File: config.mk
export PLATFORM = sky130hd
export DESIGN_NAME = mdio_frame_ctrl
export DESIGN_NICKNAME = d
export VERILOG_FILES = /design/src/rtl/mdio_pkg.sv /design/src/rtl/mdio_clk_div.sv /design/src/rtl/mdio_bit_seq.sv /design/src/rtl/mdio_frame_ctrl.sv
export SDC_FILE = /design/constraint.sdc
export NUM_CORES = 1
export LEC_CHECK = 0
export BUFFER_PORTS_ARGS = -buffer_cell sky130_fd_sc_hd__buf_2
export CAP_MARGIN = 20
export CORE_ASPECT_RATIO = 0.5
export CORE_MARGIN = 3
export CORE_UTILIZATION = 55
export DETAILED_ROUTE_END_ITERATION = 6
export PLACE_DENSITY = 0.85
export SYNTH_ARGS = -nofsm -noshare
export SYNTH_HDL_FRONTEND = slang
export SYNTH_SLANG_ARGS = --single-unit
File: constraint.sdc
create_clock -name clk -period 3.7 [get_ports clk]
set_input_delay 0.74 -clock clk [delete_from_list [all_inputs] [get_ports clk]]
set_output_delay 0.74 -clock clk [all_outputs]
set_load 0.05 [all_outputs]
File: src/rtl/mdio_pkg.sv
// Shared constants for the management frame controller.
// Assumes a Clause 22 frame: preamble followed by one 32-bit command word.
package mdio_pkg;
    localparam int CMD_W      = 32;
    localparam int DATA_W     = 16;
    localparam int PRE_LEN    = 32;
    localparam int FRAME_LEN  = PRE_LEN + CMD_W;
    localparam int IDX_W      = $clog2(FRAME_LEN);
    // Frame position of command bit b is PRE_LEN + (CMD_W-1-b).
    localparam int TA_FIRST   = PRE_LEN + CMD_W - 1 - 17;
    localparam int DATA_FIRST = PRE_LEN + CMD_W - DATA_W;
    localparam int OP_LSB     = 28;

    typedef enum logic [1:0] {
        OP_WRITE = 2'b01,
        OP_READ  = 2'b10
    } mdio_op_e;
endpackage

File: src/rtl/mdio_clk_div.sv
// MDC divider: counts a period of 2*half system clocks, where half is
// BASE_HALF << sel. MDC is low in the first half and high in the second.
// Assumes sel is latched on restart and stays fixed for the whole frame.
module mdio_clk_div #(
    parameter int BASE_HALF = 4,
    parameter int SEL_W     = 2,
    localparam int MAX_PER  = 2 * BASE_HALF << ((1 << SEL_W) - 1),
    localparam int CNT_W    = $clog2(MAX_PER)
) (
    input  logic             clk,
    input  logic             rst_n,
    input  logic             restart,
    input  logic             run,
    input  logic [SEL_W-1:0] sel,
    output logic             mdc_hi,
    output logic             rise_evt,
    output logic             period_end
);
    logic [CNT_W-1:0] cnt;
    logic [SEL_W-1:0] sel_q;
    logic [CNT_W-1:0] half_w;

    assign half_w     = CNT_W'(BASE_HALF) << sel_q;
    assign mdc_hi     = (cnt >= half_w);
    assign rise_evt   = run && (cnt == half_w - 1'b1);
    assign period_end = run && (cnt == (half_w << 1) - 1'b1);

    // Period counter: cleared on restart, advanced while the frame runs.
    always_ff @(posedge clk) begin
        if (!rst_n) begin
            cnt   <= '0;
            sel_q <= '0;
        end else if (restart) begin
            cnt   <= '0;
            sel_q <= sel;
        end else if (run) begin
            cnt <= period_end ? '0 : cnt + 1'b1;
        end
    end
endmodule

File: src/rtl/mdio_bit_seq.sv
// Frame bit sequencer: tracks which of the FRAME_LEN bit periods is current
// and whether a frame is in progress. Assumes step pulses once per MDC period.
module mdio_bit_seq #(
    parameter int FRAME_LEN = 64,
    localparam int IDX_W    = $clog2(FRAME_LEN)
) (
    input  logic             clk,
    input  logic             rst_n,
    input  logic             start,
    input  logic             abort,
    input  logic             step,
    output logic             busy,
    output logic [IDX_W-1:0] bit_idx,
    output logic             finish
);
    logic last;

    assign last   = (bit_idx == IDX_W'(FRAME_LEN - 1));
    assign finish = busy && step && last;

    // Busy flag and bit index update.
    always_ff @(posedge clk) begin
        if (!rst_n) begin
            busy    <= 1'b0;
            bit_idx <= '0;
        end else if (abort) begin
            busy <= 1'b0;
        end else if (start) begin
            busy    <= 1'b1;
            bit_idx <= '0;
        end else if (busy && step) begin
            if (last) busy <= 1'b0;
            else      bit_idx <= bit_idx + 1'b1;
        end
    end
endmodule

File: src/rtl/mdio_frame_ctrl.sv
// MDIO management frame controller (top). Loads a command word, sends a
// 32-one preamble and the word MSB first, releases the line for reads and
// captures the returned data into the word's low half.
// Assumes an external pad combines mdio_out/mdio_oe into the shared line.
module mdio_frame_ctrl #(
    parameter int BASE_HALF = 4
) (
    input  logic        clk,
    input  logic        rst_n,
    input  logic        port_en,
    input  logic [1:0]  clk_sel,
    input  logic        cmd_wr,
    input  logic [31:0] cmd_wdata,
    input  logic        irq_clr,
    input  logic        mdio_in,
    output logic [31:0] cmd_word,
    output logic        idle,
    output logic        done_irq,
    output logic        mdio_level,
    output logic        mdc,
    output logic        mdio_out,
    output logic        mdio_oe
);
    import mdio_pkg::*;

    logic             busy, accept, abort, run;
    logic             mdc_hi, rise_evt, period_end, finish;
    logic [IDX_W-1:0] bit_idx;
    logic [IDX_W-1:0] word_pos;
    logic [CMD_W-1:0] cmd_q;
    logic             is_read, capture, drive_phase, tx_bit;

    assign accept = cmd_wr && port_en && !busy;
    assign abort  = busy && !port_en;
    assign run    = busy && port_en;

    mdio_clk_div #(.BASE_HALF(BASE_HALF), .SEL_W(2)) u_div (
        .clk        (clk),
        .rst_n      (rst_n),
        .restart    (accept),
        .run        (run),
        .sel        (clk_sel),
        .mdc_hi     (mdc_hi),
        .rise_evt   (rise_evt),
        .period_end (period_end)
    );

    mdio_bit_seq #(.FRAME_LEN(FRAME_LEN)) u_seq (
        .clk     (clk),
        .rst_n   (rst_n),
        .start   (accept),
        .abort   (abort),
        .step    (period_end),
        .busy    (busy),
        .bit_idx (bit_idx),
        .finish  (finish)
    );

    assign is_read     = (cmd_q[OP_LSB+1:OP_LSB] == OP_READ);
    assign capture     = busy && rise_evt && is_read && (bit_idx >= IDX_W'(DATA_FIRST));
    assign drive_phase = !(is_read && (bit_idx >= IDX_W'(TA_FIRST)));
    assign word_pos    = IDX_W'(FRAME_LEN - 1) - bit_idx;
    assign tx_bit      = (bit_idx < IDX_W'(PRE_LEN)) ? 1'b1 : cmd_q[word_pos[$clog2(CMD_W)-1:0]];

    // Command word: loaded on accept, low half shifts in read data.
    always_ff @(posedge clk) begin
        if (!rst_n)       cmd_q <= '0;
        else if (accept)  cmd_q <= cmd_wdata;
        else if (capture) cmd_q <= {cmd_q[CMD_W-1:DATA_W], cmd_q[DATA_W-2:0], mdio_in};
    end

    // Sticky frame-done flag; completion wins over clear.
    always_ff @(posedge clk) begin
        if (!rst_n)       done_irq <= 1'b0;
        else if (finish)  done_irq <= 1'b1;
        else if (irq_clr) done_irq <= 1'b0;
    end

    assign cmd_word   = cmd_q;
    assign idle       = !busy;
    assign mdio_level = mdio_in;
    assign mdc        = run && mdc_hi;
    assign mdio_oe    = run && drive_phase;
    assign mdio_out   = mdio_oe && tx_bit;
endmodule

=== After elaboration in Yosys (flattened, before gate mapping) ===
Index checks and enable logic that the tools add are counted.
Widths: inputs -> output; s select.

* Equality and inequality tests: 5
* Reductions and logical operators: 26
* Shift operators: 1
* $lt $le $gt $ge: 5
* $add $sub $neg: 5
* Bitwise logic cells: 2
* Mux-type cells: 14

{| class="wikitable"
|+ Operator list
! kind !! number
|-
| $mux 32 || 1
|-
| $mux 6 || 4
|-
| $mux 16 || 1
|-
| $logic_and 1x1->1 || 15
|-
| $add 6x1->6 const B || 2
|-
| $eq 6x6->1 || 2
|-
| $ge 6x6->1 const B || 2
|-
| $sub 6x1->6 const B || 2
|-
| $reduce_bool 2->1 || 4
|-
| $mux 1 || 7
|-
| $eq 6x6->1 const B || 1
|-
| $ge 6x6->1 || 1
|-
| $lt 5x6->1 const B || 1
|-
| $lt 6x6->1 const B || 1
|-
| $shl 3x2->6 const A || 1
|-
| $bmux 1 s5 || 1
|-
| $sub 5x5->5 const A || 1
|-
| $reduce_or 2->1 || 2
|-
| $logic_not 1->1 || 3
|-
| $reduce_and 3->1 || 1
|-
| $eq 2x2->1 const B || 1
|-
| $ne 2x2->1 const B || 1
|-
| $not 1->1 || 2
|-
| $reduce_and 2->1 || 1
|}

* Bits in registers: 48
* Logic and storage cells: 65

=== Longest topological paths before layout ===
* Depth in word-level cells: 9
* Gate-level depth with buffers: 7

=== Modules after synthesis ===
Synthesis repeated with hierarchy kept, for this count alone.

* Cell total of the unflattened synthesis: 324
* Area total of the unflattened synthesis: 2655.0 um2

{| class="wikitable"
|+ By module, submodules not included
! module !! area each (um2) !! sequential area each (um2) !! cells each !! instances
|-
| mdio_frame_ctrl || 1671.6 || 660.6 || 209 || 1
|-
| mdio_clk_div || 551.8 || 160.2 || 67 || 1
|-
| mdio_bit_seq || 431.7 || 140.1 || 48 || 1
|}

=== Worst setup path before layout ===
Ideal clock, no wire load.

* Path kind: reg2out
* Start point: reg u_div.sel_q[0]
* End point: out mdc
* Buffers on the path: 0
* Required time: 2.960 ns
* Slack: 1.064 ns
* Arrival: 1.896 ns
* Stages on the path, launching flop included: 8
* Cells stage by stage: dfxtp_1 or2_2 ha_1 o21a_1 o21ai_0 nand2b_1 a21oi_1 nor2_1

* Word-level cells in the longest chain between the ends: 3

{| class="wikitable"
|+ Ends and longest elaborated chain
! item !! line !! text
|-
| start, declared || mdio_clk_div.sv:20 || <nowiki>logic [SEL_W-1:0] sel_q;</nowiki>
|-
| start signal, assigned || mdio_clk_div.sv:35 || <nowiki>sel_q <= sel;</nowiki>
|-
| $shl 3x2->6 || mdio_clk_div.sv:23 || <nowiki>assign half_w = CNT_W'(BASE_HALF) << sel_q;</nowiki>
|-
| $ge 6x6->1 || mdio_clk_div.sv:24 || <nowiki>assign mdc_hi = (cnt >= half_w);</nowiki>
|-
| $logic_and 1x1->1 || mdio_frame_ctrl.sv:82 || <nowiki>assign mdc = run && mdc_hi;</nowiki>
|-
| end, declared || mdio_frame_ctrl.sv:20 || <nowiki>output logic mdc,</nowiki>
|}

Every way passes these cells.

=== Worst setup path after layout ===
* Start point: reg u_seq.bit_idx[1]
* End point: out mdio_out

* Word-level cells in the longest chain between the ends: 5

{| class="wikitable"
|+ Ends and longest elaborated chain
! item !! line !! text
|-
| start, declared || mdio_bit_seq.sv:13 || <nowiki>output logic [IDX_W-1:0] bit_idx,</nowiki>
|-
| start signal, assigned || mdio_bit_seq.sv:33 || <nowiki>else bit_idx <= bit_idx + 1'b1;</nowiki>
|-
| $sub 5x5->5 or $ge 6x6->1 (tied branches) || mdio_frame_ctrl.sv:62, mdio_frame_ctrl.sv:61 ||
|-
| $bmux 1 s5 or $logic_and 1x1->1 (tied branches) || mdio_frame_ctrl.sv:63, mdio_frame_ctrl.sv:61 ||
|-
| $mux 1 (implied by the code) or $logic_not 1->1 (tied branches) || mdio_frame_ctrl.sv:63, mdio_frame_ctrl.sv:61 ||
|-
| $mux 1 or $logic_and 1x1->1 (tied branches) || mdio_frame_ctrl.sv:63, mdio_frame_ctrl.sv:83 ||
|-
| $logic_and 1x1->1 (*) || mdio_frame_ctrl.sv:84 || <nowiki>assign mdio_out = mdio_oe && tx_bit;</nowiki>
|-
| end, declared || mdio_frame_ctrl.sv:21 || <nowiki>output logic mdio_out,</nowiki>
|}

Every way passes the cells marked *; elsewhere a longest branch is shown, timed or not. The select of a mux whose other input is x is not followed.

==> key figures <==
Run status
  • Status: finished, final reports clean

Power and ir drop
  • Seq pwr share: 52.3%
  • Sw Ratio: 31.8%
  • Leakage: 1.34 nW
  • Clock share of power: 29.1%
  • Pint: 0.731 mW
  • Combinational power share: 18.6%
  • VDD IR max: between 200 and 250 uV
  • Power Density: 357 nW/um^2
  • Net Sw Power: approximately 0.34 mW

Synthesis
  • Simple-Gate Fraction of Synth Area: 18.0%
  • Post-synthesis mux area share: 14.5%
  • Cell taking the most area after synthesis: dfxtp_1
  • Seq/Total Area, Yosys: 37.4%
  • Mapped Nets: 337
  • Ys Warns: 0
  • Synthesized cell area: 2570 um^2
  • Synth async-reset ratio: 0%
  • Top cell type's share of synthesized area: between 30% and 40%
  • Most used DFF post-synth: dfxtp_1
  • Largest family of logic cells by synthesized area: compound AO/OA/AOI/OAI gates
  • Post-synth EDFFs: 0
  • Synth Area in Adders: ~3.4%
  • Count of different cell masters after synthesis: between 40 and 50
  • Synthesis-stage register bit count: 48
  • Synth Area in Compound Gates: a little under 20%
  • Average cell area after synthesis: 8.86 um^2
  • Top cells by area, synth: dfxtp_1 (37%), mux2i_1 (10%), nand2_1 (7.3%)
  • Cells after Synth: between 200 and 300
  • XOR/XNOR share of the synthesized area: 2.04%
  • Top post-synthesis cells by count: nand2_1 (50), dfxtp_1 (48), mux2i_1 (26), o21ai_0 (23), a21oi_1 (22)
  • Cell with the most instances after synthesis: nand2_1

STA
  • Crit path time final: 3180 ps
  • Setup violations, final: 0
  • Clock Skews: 8.48 ps
  • Final setup TNS: 0 ps
  • Final period util: 86.1%
  • Fmax: between 300 and 400 MHz
  • Slew margin rel.: just over 40%
  • RSZ-0062 raised after global routing: false
  • Pins Over Slew Limit: 0
  • Actual slew at the worst max-slew pin: 893 ps
  • Final Hold Viols: 0

Layout
  • # nets final: 401
  • Final core occ: 71.7%
  • Layout cells sized above 1: 27.3%
  • Filler cells: 352
  • Ant. Diodes: 0
  • Area delta synth->final: 16.7%

Setup path
  • Endpoint type of the worst setup path: primary output
  • Flop2flop setup slack: 1360 ps
  • Critical Path Start Type: flip-flop
  • R2R depth: 6
  • Worst reg2reg path endpoint: cmd_word[9]
  • CP max FO: 15
  • FF-to-FF Start: u_div.sel_q[0]
  • Setup crit start: u_seq.bit_idx[1]
  • Worst EP required: 2960 ps
  • Crit path to: mdio_out
  • Critical Path AT: approximately 2400 ps
  • Critical path class: flip-flop to primary output

Global route
  • Vias in the first global route: 2248
  • Initial antenna violation count: 0
  • Global-route wire length before repair: around 10 mm
  • GRT Util Overall: 22.8%
  • Gr ovfl total: 0
  • Largest net degree at the start of global routing: 52

Clock network
  • CTS Hold Bufs: 0
  • Htree depth: 2
  • PostCTS Resize Cnt: 0
  • # clock sinks: 48
  • Clock Latency Late Sink: between 300 and 400 ps
  • CTS tree: yes
  • CTS clock-pin slew for the worst setup and hold paths: 90 ps
  • Post-CTS Setup Bufs: 0
  • Number of buffers created by CTS: 5
  • Maximum buffer depth of the clock tree: 2
  • CTS root buffer: clkbuf_8

Placed design
  • Global placement routability congestion: 0.806
  • Final HPWL DP: 4.56 mm
  • Buffers added on ports: 77

Die
  • Die width: roughly 100 um
  • Die height: 54.3 um
  • Initial core utilization: 61.4%
  • Row count: 16
  • IO Pins: between 70 and 80
  • DIE AREA: 5580 um^2
  • Core Region: between 4000 and 5000 um^2

Hold path
  • Hold path depth: 2
  • HP Start: cmd_word[26]
  • Worst hold path type: flip-flop to flip-flop

Route
  • WL/cell: 15.3 um
  • Vias per cell: 5.81
  • DRT iter0 DRCs: 103
  • Via count: 2375
  • Iteration count of the initial detailed-routing pass: 4
  • Total wire length: ~6.3 mm
  • Detail Route Antenna Nets: 0
  • Residual DRC: 0

Job
  • Max Cap Violations: 0
## worst min-delay path by stage
stage	end	slack [ps]
after CTS	cmd_word[26]	480
after global routing	cmd_word[20]	500
final	cmd_word[26]	480
after global placement	cmd_word[26]	470
after floorplan	u_div.cnt[1]	460
after detailed placement	cmd_word[26]	470
## per-stage QoR
stage	instances	total power [mW]	worst slack [ps]	cell area, um^2	hold slack [ps]
5_1_grt	409	1.11	394	3000	502
4_1_cts	409	1.08	526	3000	482
6_report	409	1.07	516	3000	484
3_3_place_gp	401	0.765	920	2910	468
3_5_place_dp	401	0.772	883	2910	470
2_1_floorplan	290	0.715	1060	2570	464
## area by class of cell
cell class | instances | area, um^2 | area share (%)
multi-input combinational | 216 | 1470 | 49.1
clock buffer | 5 | 68.8 | 2.29
inverter | 5 | 18.8 | 0.626
clock inverter | 3 | 18.8 | 0.626
timing repair buffer | 78 | 393 | 13.1
tap | 54 | 67.6 | 2.25
sequential | 48 | 961 | 32.0
## power by group through the flow
stage	logic [mW]	clock network, mW	registers, mW
floorplan	0.0776	0	0.637
global placement	0.194	0	0.571
detailed placement	0.199	0	0.572
CTS	0.200	0.315	0.560
global route	0.213	0.334	0.564
finish	0.199	0.312	0.561
## worst max-delay path: stages (launching register included)
cell and delay [ps]:
dfxtp_1 750, mux4_2 590, mux2i_1 210, a2111oi_0 140, a41o_1 240, buf_2 210
## logic make-up after synthesis
group           count (synthesis)
flops                          48
buf+inv                        26
compound gates                 80
mux                            31
simple gates                   92
fa+ha+maj                       7
xor+xnor                        6
## metal layers
layer | part of all wire (%) | global-route usage (%) | up-vias
li1 | - | - | 1161
met1 | 45 | 27.7 | 1131
met2 | 49 | 41.6 | 72
met3 | 4.5 | 4.83 | 11
met4 | 1.1 | 6.32 | 0
met5 | 0 | 0 | -
## registers in the layout (all words and copies together) (netlist names)
name,count
cmd_word,32
u_seq.bit_idx,6
u_seq.busy,1
u_div.cnt,6
done_irq,1
u_div.sel_q,2
## cell usage in the layout, fill, tap and decap left out, types with 2 or more instances in the layout
master	synthesis	routed
nand3b_1	5	5
xor2_1	6	6
buf_2	3	77
nand2b_1	3	3
clkinv_2	0	2
or4_1	2	2
o21ai_0	23	23
mux4_2	5	5
o21a_1	3	3
nor2_1	6	6
dfxtp_1	48	48
or3_1	3	3
and3_1	3	3
inv_1	5	5
mux2i_1	26	26
nand3_1	7	7
nor3_1	2	2
and3b_1	2	2
a21oi_1	22	22
nand2_1	50	50
a21boi_0	18	18
o31ai_1	2	2
clkbuf_8	0	5
ha_1	7	7
(Power assumes the default switching activity.)
